--- src/rtl/trap_entry_unit.sv ---
module trap_entry_unit #(
  parameter int XLEN = 32
) (
  input  logic            clk,
  input  logic            rst_n,
  input  logic            trap_valid,
  input  logic [XLEN-1:0] trap_cause,
  input  logic [XLEN-1:0] trap_pc,
  input  logic [1:0]      cur_priv,
  input  logic [XLEN-1:0] medeleg,
  input  logic [XLEN-1:0] mideleg,
  input  logic            tvec_wr_en,
  input  logic            tvec_wr_sel,
  input  logic [XLEN-1:0] tvec_wr_data,
  output logic            redirect_valid,
  output logic [XLEN-1:0] redirect_pc,
  output logic [1:0]      new_priv,
  output logic            mepc_we,
  output logic [XLEN-1:0] mepc_wdata,
  output logic            mcause_we,
  output logic [XLEN-1:0] mcause_wdata,
  output logic            sepc_we,
  output logic [XLEN-1:0] sepc_wdata,
  output logic            scause_we,
  output logic [XLEN-1:0] scause_wdata,
  output logic [XLEN-1:0] mtvec_q,
  output logic [XLEN-1:0] stvec_q
);
  localparam int IW = $clog2(XLEN);
  localparam logic [1:0] PRIV_S = 2'b01;
  localparam logic [1:0] PRIV_M = 2'b11;

  logic [XLEN-1:0] mtvec_r, stvec_r;
  logic [XLEN-1:0] tvec_legal;

  assign tvec_legal = {tvec_wr_data[XLEN-1:2], 1'b0, tvec_wr_data[0]};

  always_ff @(posedge clk or negedge rst_n) begin
    if (!rst_n) begin
      mtvec_r <= '0;
      stvec_r <= '0;
    end else if (tvec_wr_en) begin
      if (tvec_wr_sel) stvec_r <= tvec_legal;
      else             mtvec_r <= tvec_legal;
    end
  end

  assign mtvec_q = mtvec_r;
  assign stvec_q = stvec_r;

  logic            is_intr;
  logic [XLEN-1:0] cause_num;
  logic [XLEN-1:0] deleg_src;
  logic            num_in_range;
  logic            to_super;
  logic [XLEN-1:0] tvec_sel;
  logic [XLEN-1:0] vec_off;

  assign is_intr      = trap_cause[XLEN-1];
  assign cause_num    = {1'b0, trap_cause[XLEN-2:0]};
  assign deleg_src    = is_intr ? mideleg : medeleg;
  assign num_in_range = (cause_num[XLEN-1:IW] == '0);
  assign to_super     = (cur_priv <= PRIV_S) && num_in_range && deleg_src[cause_num[IW-1:0]];

  assign tvec_sel = to_super ? stvec_r : mtvec_r;
  assign vec_off  = (tvec_sel[0] && is_intr) ? (cause_num << 2) : '0;

  assign redirect_valid = trap_valid;
  assign redirect_pc    = {tvec_sel[XLEN-1:1], 1'b0} + vec_off;
  assign new_priv       = !trap_valid ? cur_priv : (to_super ? PRIV_S : PRIV_M);

  assign mepc_we      = trap_valid && !to_super;
  assign mcause_we    = trap_valid && !to_super;
  assign sepc_we      = trap_valid && to_super;
  assign scause_we    = trap_valid && to_super;
  assign mepc_wdata   = trap_pc;
  assign sepc_wdata   = trap_pc;
  assign mcause_wdata = trap_cause;
  assign scause_wdata = trap_cause;

  AST_M_TRAP_STATE: assert property (@(posedge clk) disable iff (!rst_n)
    mepc_we |-> (new_priv == PRIV_M && mcause_we && !sepc_we && !scause_we));
  AST_S_TRAP_STATE: assert property (@(posedge clk) disable iff (!rst_n)
    sepc_we |-> (cur_priv <= PRIV_S && new_priv == PRIV_S && scause_we && !mepc_we));
  AST_TVEC_BIT1_CLEAR: assert property (@(posedge clk) disable iff (!rst_n)
    (mtvec_q[1] == 1'b0) && (stvec_q[1] == 1'b0));
  AST_TVEC_HOLD: assert property (@(posedge clk) disable iff (!rst_n)
    !tvec_wr_en |=> ($stable(mtvec_q) && $stable(stvec_q)));
  AST_IDLE_QUIET: assert property (@(posedge clk) disable iff (!rst_n)
    !trap_valid |-> !(redirect_valid || mepc_we || mcause_we || sepc_we || scause_we));
endmodule

--- config.mk ---
export PLATFORM = sky130hd
export DESIGN_NAME = trap_entry_unit
export DESIGN_NICKNAME = d
export VERILOG_FILES = /design/src/rtl/trap_entry_unit.sv
export SDC_FILE = /design/constraint.sdc
export NUM_CORES = 1
export LEC_CHECK = 0
export BUFFER_PORTS_ARGS = -buffer_cell sky130_fd_sc_hd__buf_2
export CAP_MARGIN = 5
export CELL_PAD_IN_SITES_DETAIL_PLACEMENT = 0
export CELL_PAD_IN_SITES_GLOBAL_PLACEMENT = 2
export CORE_MARGIN = 3
export CORE_UTILIZATION = 22
export CTS_BUF_LIST = sky130_fd_sc_hd__clkbuf_4 sky130_fd_sc_hd__clkbuf_8
export DETAILED_ROUTE_END_ITERATION = 10
export PLACE_DENSITY_LB_ADDON = 0.25
export REMOVE_ABC_BUFFERS = 1
export SYNTH_ARGS = -nofsm -noshare
export SYNTH_HDL_FRONTEND = slang
export SYNTH_SLANG_ARGS = --single-unit
--- constraint.sdc ---
create_clock -name clk -period 9 [get_ports clk]
set_clock_uncertainty 0.05 [all_clocks]
set_input_delay 2.25 -clock clk [delete_from_list [all_inputs] [get_ports clk]]
set_output_delay 2.25 -clock clk [all_outputs]
set_load 0.005 [all_outputs]
Word level (Yosys, flattened, before mapping)
Index checks and enable logic that the tools add are counted.
{"block": "word_totals", "latchBits": 0, "rom_bits": 0, "reg_bits": 62, "memories": 0, "input_bits": 167, "wordCells": 22, "ram_bits": 0, "output_inout_bits": 231}
{"block": "classes", "mux": 7, "magnitude_cmp": 2, "n_reduce_logical": 9, "n_addsub": 1, "n_shift": 0, "n_eq_ne": 0, "n_div": 0, "bitwise": 1, "mul": 0}
{"cell": "$mux 32", "count": 3}
{"cell": "$add 32x32->32", "count": 1}
{"cell": "$logic_not 27->1", "count": 1}
{"cell": "$lt 5x6->1 const B", "count": 1}
{"cell": "$bmux 1 s5", "count": 1}
{"cell": "$logic_and 1x1->1", "count": 5}
{"cell": "$mux 2", "count": 2}
{"cell": "$reduce_and 2->1", "count": 2}
{"cell": "$le 2x1->1 const B", "count": 1}
{"cell": "$logic_not 1->1", "count": 1}
{"cell": "$mux 1", "count": 1}
{"cell": "$not 1->1", "count": 1}

Logic depth before layout (Yosys ltp)
Gate-level depths: netlist of run 1.
{"block": "depth", "ltp_word": 8, "depth_mapped": 24, "ltp_nobuf": 19}

Worst setup path before layout of run 1
Ideal clock, no wire load.
{"block": "synth_path", "path_kind": "input -> output", "from": "input port trap_cause[31]", "to": "output port redirect_pc[25]", "n_path_buf": 3, "cell_stages": 18, "arrival_time_ns": 6.518, "slack_ns": 0.182, "cell_sequence": "buf_6 mux4_2 a22o_1 or4_4 a22o_1 buf_6 mux2i_4 buf_6 and3b_1 ha_1 a21oi_1 nand2_1 nor4_1 o31ai_1 a21o_1 a2111oi_0 a211o_1 xnor2_1"}
{"block": "synth_via", "elab_chain_cells": 8}
{"item": "from (decl)", "line": "7", "text": "input logic [XLEN-1:0] trap_cause,"}
{"item": "$mux 32", "line": "61", "text": "assign deleg_src = is_intr ? mideleg : medeleg;"}
{"item": "$bmux 1 s5", "line": "63", "text": "assign to_super = (cur_priv <= PRIV_S) && num_in_range && deleg_src[cause_num[IW-1:0]];"}
{"item": "$mux 1 (implied by the code)", "line": "63"}
{"item": "$logic_and 1x1->1", "line": "63"}
{"item": "$mux 32", "line": "65", "text": "assign tvec_sel = to_super ? stvec_r : mtvec_r;"}
{"item": "$logic_and 1x1->1", "line": "66", "text": "assign vec_off = (tvec_sel[0] && is_intr) ? (cause_num << 2) : '0;"}
{"item": "$mux 32", "line": "66"}
{"item": "$add 32x32->32 *", "line": "69", "text": "assign redirect_pc = {tvec_sel[XLEN-1:1], 1'b0} + vec_off;"}
{"item": "to (decl)", "line": "16", "text": "output logic [XLEN-1:0] redirect_pc,"}
Mark *: on every way between the ends. The rest lies on a longest branch, timed or not. The select of a mux whose other input is x is not followed.

Worst setup path after layout of run 1
{"block": "layout_path", "from": "input port trap_cause[31]", "to": "output port redirect_pc[30]"}
Same word-level chain as after synthesis.

==> metrics.md, run 1 <==
| Metric | Value |
|---|---|
| Rows | 60 |
| N_diodes | 0 |
| Detailed-route wire length per cell | 19.20 um |
| Final Hold Fails | 0 |
| Worst r2r src | stvec_q[0]$_DFFE_PN0P_ |
| Die span in y | 173.3 um |
| CTS clk-pin slew, worst paths | 70 ps |
| Num Clock Sinks | 62 |
| Fraction of registers with async set/reset | 100.0% |
| Rel. slew slack | 37.34% |
| Top-count cell post-synth | buf_4 |
| Drt total wl | 24460 um |
| Fin cells | roughly 1300 |
| Synth area leader | dfrtp_1 |
| Critical Path Sink Type | output port |
| Initial core utilization | 22.59% |
| Worst hold path type | flip-flop to flip-flop |
| Core area | 27250 um2 |
| Post-CTS Hold Buffers | 0 |
| DP HPWL | 19890 um |
| Worst Tran Pin Value | 936.6 ps |
| Global-route wire length before repair | 36230 um |
| Vias/cell | 4.389 |
| Vias | 5591 |
| Synth Cell Area | 6157 um2 |
| Antenna violations before repair | 2 |
| R2R setup slack | 8100 ps |
| 1st-pass router iterations | 4 |
| Avg Inst Size Synth | 9.727 um2 |
| Post-route ant nets | 0 |
| Crit path to | redirect_pc[30] |
| Die area | 30030 um2 |
| Period minus WS final | 8968 ps |
| Reg2Reg Depth | 1 |
| Clock buffer depth | 2 |
| Synthesized instance count | ~630 |
| Max Slew Vio Count | 0 |
| F_max | 0.1115 GHz |
| Required @ worst endpoint | 6700 ps |
| Largest net degree at the start of global routing | between 60 and 70 |
| Proportion of synthesized chip area in sequential cells | 25.20% |
| Clk_lat worst skew | between 300 and 400 ps |
| DRC | 0 |
| Initial drt markers | approximately 110 |
| Type of the worst setup path | input pin to output port |
| Clk root buf | clkbuf_8 |
| CTS tree | built |
| Input/output buffers | slightly below 300 |
| Max VDD drop | around 0.000052 V |
| Yosys cell types | 54 |
| Share of Yosys cell area claimed by the top area cell type | 25.20% |
| Fin nets | ~1100 |
| Final hold slack | 475.6 ps |
| I/O pins | 398 |
| Worst-path fanout max | 3 |
| Die width | 173.3 um |
| Lkg Pwr | 0.004131 uW |
| Placement Cell Area | just under 8000 um2 |
| Most common flop cell mapped by yosys | dfrtp_1 |
| Critical Path Start | trap_cause[31] |
| Area delta synth->final | 41.19% |
| Worst setup SP type | input pin |
| Final Util | 31.90% |
| #FFs+latches synth | 62 |
| Top post-synthesis cells by area | dfrtp_1 25%, mux2_2 17%, buf_4 16%, ha_1 5.9%, mux4_2 4.4% |
| Crit path DAT | 6670 ps |
| Outcome | finished, final reports clean |
| Number of flops mapped to enable cells by yosys | 0 |
| Max_cap viols | 0 |
| Htree depth | 3 |
| Layout cells sized above 1 | 68.51% |
| Placed Cells | between 1000 and 1500 |
| Total CTS buffers | 9 |
| Power per cell area | 140.6 nW/um2 |
| Synth warn | 0 |
| Grt ovf | 0 |
| # setup viols final | 0 |
| Total track usage | 15.77% |
| Post-route cell area | just under 9000 um2 |
| Gpl congestion | 0.7569 |
| Reg2reg end | stvec_q[0]$_DFFE_PN0P_ |
| Vias in the first global route | around 6000 |
| Synth cell count leaders | 135 x buf_4, 94 x mux2_2, 62 x dfrtp_1 |
| Final period util | between 90% and 100% |
| RSZ-0062 raised after global routing | true |
how the worst min path moves through the flow:
stage	start	end	cells after the start
after global routing	mtvec_q[7]$_DFFE_PN0P_	mtvec_q[7]$_DFFE_PN0P_	1
final	stvec_q[29]$_DFFE_PN0P_	stvec_q[29]$_DFFE_PN0P_	1
after CTS	stvec_q[29]$_DFFE_PN0P_	stvec_q[29]$_DFFE_PN0P_	1
after floorplan	stvec_q[10]$_DFFE_PN0P_	stvec_q[10]$_DFFE_PN0P_	1
after global placement	stvec_q[29]$_DFFE_PN0P_	stvec_q[29]$_DFFE_PN0P_	1
after detailed placement	stvec_q[29]$_DFFE_PN0P_	stvec_q[29]$_DFFE_PN0P_	1
sequential cells by signal, summed over array words and instances, names as in the netlist:
name / count
stvec_q: 31
mtvec_q: 31
where the power goes:
part	total, uW	internal (uW)	leakage, uW	switching [uW]
clock	257	130	0.0000917	127
sequential	350	320	0.000728	30.2
combinational	616	331	0.00331	285
total	1220	781	0.00413	442
final cells by class:
class                   count  area (um2)
flip-flops and latches     62        1551
clock buffers              10       131.4
well taps                 372       465.4
inverters                  11       41.29
clock inverters             6       62.56
multi-input cells         400        3976
fillers                  2908       18560
repair buffers            413        2465
per-layer routing:
metal	share of wire (%)	routed length (um)	GRT usage (%)	vias to the layer above
li1	-	-	-	2671
met1	42	10200	18.73	2623
met2	47	11500	25.97	274
met3	9.9	2424	7.118	19
met4	1.2	282	3.615	4
met5	0.21	52	1.763	-
critical path: stages:
cell and delay, ps:
buf_12 80, buf_4 110, buf_4 120, mux4_2 520, a22o_1 250, or4_4 430
a22o_4 300, buf_4 140, buf_4 130, mux2_2 290, ha_4 180, inv_1 60
fa_2 200, nor2b_2 50, o31a_1 280, o211ai_1 250, nand2_2 140, nor2_4 150
o21ai_4 80, mux2_4 300, a211o_1 230, buf_2 140
cell families (layout without fill, tap and decap cells):
group / after synthesis / count (layout) / synth area share, %
buf+inv: 174 / 440 / 19.57
simple gates: 137 / 137 / 13.13
mux: 113 / 113 / 22.92
compound gates: 91 / 91 / 9.348
flops: 62 / 62 / 25.20
fa+ha+maj: 30 / 30 / 6.218
xor+xnor: 25 / 25 / 3.556
other cells: 1 / 4 / 0.06090
repair_timing:
item,CTS,global route
setup endpoints to repair,17,17
pin swaps,38,24
gates resized for setup,92,42
setup buffers,14,7
cloned,2,0
per-stage QoR:
stage          setup TNS (ps)  power (uW)  setup WS (ps)
2_1_floorplan          -208.1       598.5         -145.1
3_3_place_gp            -5133       898.1         -699.1
3_5_place_dp            -5328       899.1         -695.0
4_1_cts                -291.8        1234         -93.75
5_1_grt                 -1145        1321         -225.7
6_report                    0        1222          31.55
layout by cell type (no fill, tap or decap), drive strengths merged, types with 4 or more instances in the layout:
| cell | count |
|---|---|
| nand2b | 7 |
| nand4 | 4 |
| o21ai | 22 |
| mux4 | 12 |
| mux2i | 7 |
| a21oi | 28 |
| xnor2 | 19 |
| inv | 11 |
| nor2b | 8 |
| conb | 4 |
| dfrtp | 62 |
| buf | 413 |
| ha | 29 |
| nand3 | 13 |
| nor3 | 14 |
| a211o | 4 |
| xor2 | 6 |
| nand2 | 16 |
| mux2 | 94 |
| clkbuf | 10 |
| nor2 | 25 |
| nor4 | 10 |
| a21o | 6 |
| o21a | 6 |
| and3b | 29 |
Note: power is estimated with default switching activity, not from simulation.
==> run 2, diff against run 1 <==
Settings changed: ABC_AREA set to 1, CORE_UTILIZATION 22 to 19.
==> run 2 against run 1 <==
Global-route usage is 0.13 points lower. Hold slack worse by 18 ps. Sequential share of layout area is 3.4 points higher. Critical endpoint is now redirect_pc[25]. Maximum frequency is 6.2% higher.
==> metrics.md, run 2 <==
| Metric | Value |
|---|---|
| Initial core utilization | 19.46% |
| Post_cts resized | 0 |
| Rel. slew slack | 29.49% |
| Input/output buffers | around 300 |
| Max Slew Vio Count | 0 |
| Antenna violations before repair | 3 |
| Fin nets | 1284 |
| Share of Yosys cell area claimed by the top area cell type | 25.07% |
| Reg2Reg Depth | 2 |
| Crit path DAT | roughly 6100 ps |
| Gpl congestion | around 0.76 |
| Area delta synth->final | 18.12% |
| Post-route ant nets | 0 |
| R2R setup slack | 8200 ps |
| Post-CTS Setup Bufs | 0 |
| Worst-path fanout max | 23 |
| Synth Cell Area | 6188 um2 |
| Fraction of registers with async set/reset | between 90% and 100% |
| #FFs+latches synth | 62 |
| Proportion of synthesized chip area in sequential cells | 25.07% |
| Drt total wl | 28000 um |
| Detailed-route wire length per cell | 18.34 um |
| Max_cap viols | 0 |
| Required @ worst endpoint | 6700 ps |
| Die width | 186.5 um |
| 1st-pass router iterations | 5 |
| Synth warn | 0 |
| Vias in the first global route | 6189 |
| DRC | 0 |
| Clock buffer depth | 2 |
| Die span in y | 186.5 um |
| Top post-synthesis cells by area | dfrtp_1 25%, nand2_1 17%, buf_4 17%, ha_1 5.9%, o21ai_0 5.8% |
| Commonest non-fill, non-tap cell in the layout | buf_2 |
| Worst setup SP type | input pin |
| Clk_lat worst skew | 340 ps |
| Rows | 65 |
| Yosys cell types | 38 |
| Global-route wire length before repair | slightly above 40000 um |
| Initial drt markers | 268 |
| Number of flops mapped to enable cells by yosys | 0 |
| Period minus WS final | 8442 ps |
| Total CTS buffers | 9 |
| Area of the multi-input gates | 3084 um2 |
| Htree depth | 3 |
| Layout cells sized above 1 | 31.99% |
| WHS Endpoint | mtvec_q[17]$_DFFE_PN0P_ |
| Type of the worst setup path | input pin to output port |
| Setup TNS | 0 ps |
| Die area | between 30000 and 40000 um2 |
| Critical Path Sink Type | output port |
| GRT busiest layer | met2 |
| Hold Crit Depth | 2 |
| Top-count cell post-synth | nand2_1 |
| Power per cell area | 127.6 nW/um2 |
| Synthesized instance count | 930 |
| Vias | roughly 6200 |
| Final Hold Fails | 0 |
| Most common flop cell mapped by yosys | dfrtp_1 |
| RSZ-0062 raised after global routing | false |
| CTS tree | built |
| M3 GR Usage | under 10% |
| Largest net degree at the start of global routing | 63 |
| I/O pins | 398 |
| Final period util | 93.80% |
| Num Clock Sinks | 62 |
| Worst hold path type | flip-flop to flip-flop |
| Avg Inst Size Synth | 6.654 um2 |
| Core area | about 32000 um2 |
| Worst r2r src | stvec_q[18]$_DFFE_PN0P_ |
| Final hold slack | 457.8 ps |
| Reg2reg end | stvec_q[18]$_DFFE_PN0P_ |
| F_max | 0.1185 GHz |
| Synth cell count leaders | 283 x nand2_1, 141 x buf_4, 88 x inv_1 |
| Grt ovf | 0 |
| Synth area leader | dfrtp_1 |
| Lkg Pwr | 0.004215 uW |
| Max VDD drop | 0.00005799 V |
| Post-CTS Hold Buffers | 0 |
| Outcome | finished, final reports clean |
| CTS clk-pin slew, worst paths | 70 ps |
| Worst Min Path Start | mtvec_q[17]$_DFFE_PN0P_ |
| Register area | about 1600 um2 |
| Most frequent cells in the layout | 296 x buf_2, 281 x nand2_1, 88 x inv_1, 72 x o21ai_0, 70 x nand3_1 |
| DP HPWL | roughly 23000 um |
| # setup viols final | 0 |
| Clk root buf | clkbuf_8 |
| Worst Tran Pin Value | approximately 1100 ps |
| Fillers | 3707 |
| Vias/cell | 4.059 |
| Total track usage | 15.63% |
| Met2 usage | 23.79% |
| GRT met1 Usage | 19.93% |
==> run 2: cell types whose count changed after synthesis, sizes merged, moves of 11 or more <==
cell	before	now
nand2	16	285
mux2	94	0
inv	11	92
nand3	13	70
o21ai	22	75
and3b	29	0
nor2	25	48
mux4	12	0
xor2	6	17
==> run 2: through the flow <==
step                      setup WS [ps]  instances  instance area [um2]  power (uW)  utilization (%)
after CTS                         231.1       1526                 7301       958.7            22.96
after floorplan                    1184        766                 4981       520.7                -
after detailed placement          244.8       1511                 7142       737.6            22.46
after global routing              61.80       1527                 7310        1019            22.99
after global placement            213.3       1511                 7142       739.9            22.46
final                             558.0       1527                 7310       932.7            22.99
==> run 2: worst max-delay path by stage <==
| stage | depth (start not counted) | slack (ps) | to | startpoint |
|---|---|---|---|---|
| after floorplan | 20 | 1180 | redirect_pc[30] | trap_cause[26] |
| after global placement | 27 | 210 | redirect_pc[31] | trap_cause[31] |
| after detailed placement | 27 | 240 | redirect_pc[31] | trap_cause[31] |
| after CTS | 27 | 230 | redirect_pc[31] | trap_cause[31] |
| after global routing | 27 | 60 | redirect_pc[31] | trap_cause[31] |
| final | 27 | 560 | redirect_pc[25] | trap_cause[0] |
==> run 2: layout make-up <==
class                   instances  share of cell area (%)
multi-input cells             611                   42.19
repair buffers                310                   22.05
flip-flops and latches         62                   21.23
well taps                     435                   7.446
inverters                      93                   4.878
clock buffers                  10                   1.797
clock inverters                 5                  0.3766
diodes                          1                 0.03423
==> run 2: report_power, final <==
| part | switching, uW | leakage [uW] | internal (uW) | total, uW |
|---|---|---|---|---|
| Clock | 111 | 0.0000851 | 99.4 | 211 |
| Combinational | 223 | 0.00336 | 155 | 379 |
| Sequential | 29.7 | 0.000767 | 314 | 344 |
==> run 2: worst max-delay path, cell delays in order <==
cell      delay (ps)
buf_2            180
inv_4            210
nand3_1          100
nand3_1          100
nand2_1           90
nand2_1           70
nand3_1           80
nand3_1          100
nand2_2           80
nand2_2          220
inv_2            100
buf_4            240
nand2_1           90
nand2_1          130
ha_1             400
nand2_1          110
inv_1             90
nand3_1           70
o21ai_1          310
nand3_1          120
o211ai_1         160
nand3_1          110
nand2_1          130
nand2_1           90
o21ai_1          180
xor2_1           170
buf_2            140
==> run 2: kinds of logic (layout without fill, tap and decap cells) <==
family                   Yosys count  in the layout  share of synthesized area, %
other                              1              5                       0.06060
XOR/XNOR                          27             27                         3.821
adder cells (fa/ha/maj)           30             30                         6.187
AND/OR/NAND/NOR                  424            424                         28.45
flip-flops                        62             62                         25.07
buffers and inverters            260            418                         25.41
AO/OA/AOI/OAI                    126            126                         11.00
==> run 2: metal layers <==
metal / share of wire, % / routed length, um
met1: 45 / 12580
met2: 43 / 12110
met3: 10 / 2919
met4: 0.85 / 237
met5: 0.53 / 148
==> run 3, diff against run 2 <==
Settings changed: CORE_MARGIN 3 to unset, CORE_UTILIZATION 19 to 21.
Clock period 9 ns to 9.4 ns, I/O delays scaled along.
==> run 3 against run 2 <==
Hold slack barely moved. Total power grew 1.6%. Clock power up 24%. Non-clock buffer count is 4 lower. Setup slack lost 57 ps. Flip-flop and latch count did not move.
==> metrics.md, run 3 (synthesized netlist as in run 2, its figures left out) <==
| Metric | Value |
|---|---|
| Rows | between 60 and 70 |
| R2R setup slack | 8580 ps |
| Clock buffer depth | 2 |
| Die span in y | approximately 170 um |
| Global-route wire length before repair | 38280 um |
| I/O pins | around 400 |
| Die area | 30160 um2 |
| Antenna violations before repair | 1 |
| Initial core utilization | roughly 21% |
| Die width | ~170 um |
| Fin cells | 1472 |
| RSZ-0062 raised after global routing | false |
| Most frequent cells in the layout | 296 x buf_2, 281 x nand2_1, 88 x inv_1, 72 x o21ai_0, 70 x nand3_1 |
| Htree depth | 3 |
| Power per cell area | 130.8 nW/um2 |
| Layout cells sized above 1 | about a third |
| Outcome | finished, final reports clean |
| Reg2Reg Depth | 2 |
| Lkg Pwr | 0.004215 uW |
| Worst setup SP type | input pin |
| Max VDD drop | 0.00007410 V |
| Final period util | 94.67% |
| Rel. slew slack | between 20% and 30% |
| Largest net degree at the start of global routing | 63 |
| Critical Path Sink Type | output port |
| Vias in the first global route | 5944 |
| Total track usage | 17.11% |
| Period minus WS final | 8899 ps |
| Max Slew Vio Count | 0 |
| Area delta synth->final | 17.06% |
| CTS tree | built |
| Setup slack at placement | 372.8 ps |
| CTS clk-pin slew, worst paths | 70 ps |
| Worst-path fanout max | 26 |
| Worst r2r src | mtvec_q[7]$_DFFE_PN0P_ |
| Vias/cell | approximately 4.2 |
| Type of the worst setup path | input pin to output port |
| Slowest-stage cell, CP | buf_4 |
| Num Clock Sinks | between 60 and 70 |
| # setup viols final | 0 |
| Drt total wl | 26460 um |
| Worst Min Path Start | mtvec_q[20]$_DFFE_PN0P_ |
| Clk_lat worst skew | 350 ps |
| Vias | about 6200 |
| Post-route ant nets | 0 |
| DRC | 0 |
| Fin nets | 1280 |
| Total CTS buffers | 9 |
| Setup TNS | 0 ps |
| Hold Crit Depth | 2 |
| Commonest non-fill, non-tap cell in the layout | buf_2 |
| Post-CTS Setup Bufs | 0 |
| Worst path max stage delay | roughly 330 ps |
| Required @ worst endpoint | 7000 ps |
| Grt ovf | 0 |
| Gpl congestion | 0.7864 |
| F_max | 0.1124 GHz |
| Worst hold path type | flip-flop to flip-flop |
| Clk root buf | clkbuf_8 |
| Core area | 28860 um2 |
| Crit path DAT | 6500 ps |
| Final Util | 25.10% |
| Input/output buffers | roughly 300 |
| Crit path top cell by count | nand2_1 |
| Placed Cells | approximately 1500 |
| Final Hold Fails | 0 |
| DP HPWL | 21880 um |
| 1st-pass router iterations | 4 |
| N_diodes | 0 |
| Post-route worst setup slack | 500.6 ps |
| Reg2reg end | mtvec_q[7]$_DFFE_PN0P_ |
| Detailed-route wire length per cell | between 15 and 20 um |
| Initial drt markers | 262 |
| Max_cap viols | 0 |
| Worst Tran Pin Value | 1091 ps |
| WHS Endpoint | mtvec_q[20]$_DFFE_PN0P_ |
| Fillers | 3434 |
==> run 3: cell count changes in the layout (fill, tap and decap cells not counted), moves of 2 or more <==
cell	delta
buf_4	-2
inv_4	+2
buf_12	-2
clkbuf_8	+4
clkinv_2	-2
==> run 3: per-layer routing <==
metal  track usage [%]  vias to the layer above  part of all wire, %
met5             3.686                        -                 0.63
met4             2.522                        6                 0.62
met3             8.465                       13                   10
met2             25.44                      231                   43
met1             22.22                     2779                   46
li1                  -                     3131                    -
==> run 3: through the flow <==
step / cell area [um2] / power [uW] / hold WS, ps
after floorplan: 4981 / 498.5 / 440.2
after global placement: 7023 / 700.4 / 439.3
after detailed placement: 7023 / 698.2 / 443.1
after CTS: 7242 / 964.2 / 460.1
after global routing: 7244 / 1020 / 487.9
final: 7244 / 947.6 / 457.7
==> run 3: how the worst max path moves through the flow <==
stage	startpoint	end	depth (start not counted)
2_1_floorplan	trap_cause[26]	redirect_pc[30]	20
3_3_place_gp	trap_cause[31]	redirect_pc[31]	27
3_5_place_dp	trap_cause[31]	redirect_pc[31]	27
4_1_cts	trap_cause[31]	redirect_pc[31]	27
5_1_grt	trap_cause[31]	redirect_pc[31]	27
6_report	trap_cause[31]	redirect_pc[31]	27
==> run 3: area by class of cell <==
class                           count  area, um2  share of cell area [%]
Timing Repair Buffer              306       1556                   21.49
Clock buffer                       13      178.9                   2.470
Sequential cell                    62       1551                   21.42
Clock inverter                      3      40.04                  0.5527
Inverter                           93      356.6                   4.922
Tap cell                          384      480.5                   6.632
Multi-Input combinational cell    611       3080                   42.52
==> run 3: timing repair <==
item | 4_1_cts | 5_1_grt
gates resized for setup | 0 | 2
setup endpoints to repair | 0 | 1
hold buffers | 0 | 0
==> run 3: worst max-delay path, delay by kind of cell <==
kind / cells / cell delay [ps]
AND/OR/NAND/NOR: 14 / 1430
buffers and inverters: 7 / 1300
AO/OA/AOI/OAI: 5 / 1040
adder cells (fa/ha/maj): 1 / 330
==> run 3: report_power, final <==
group | switching (uW) | internal, uW
combinational | 211 | 147
sequential | 28.4 | 300
clock | 110 | 151
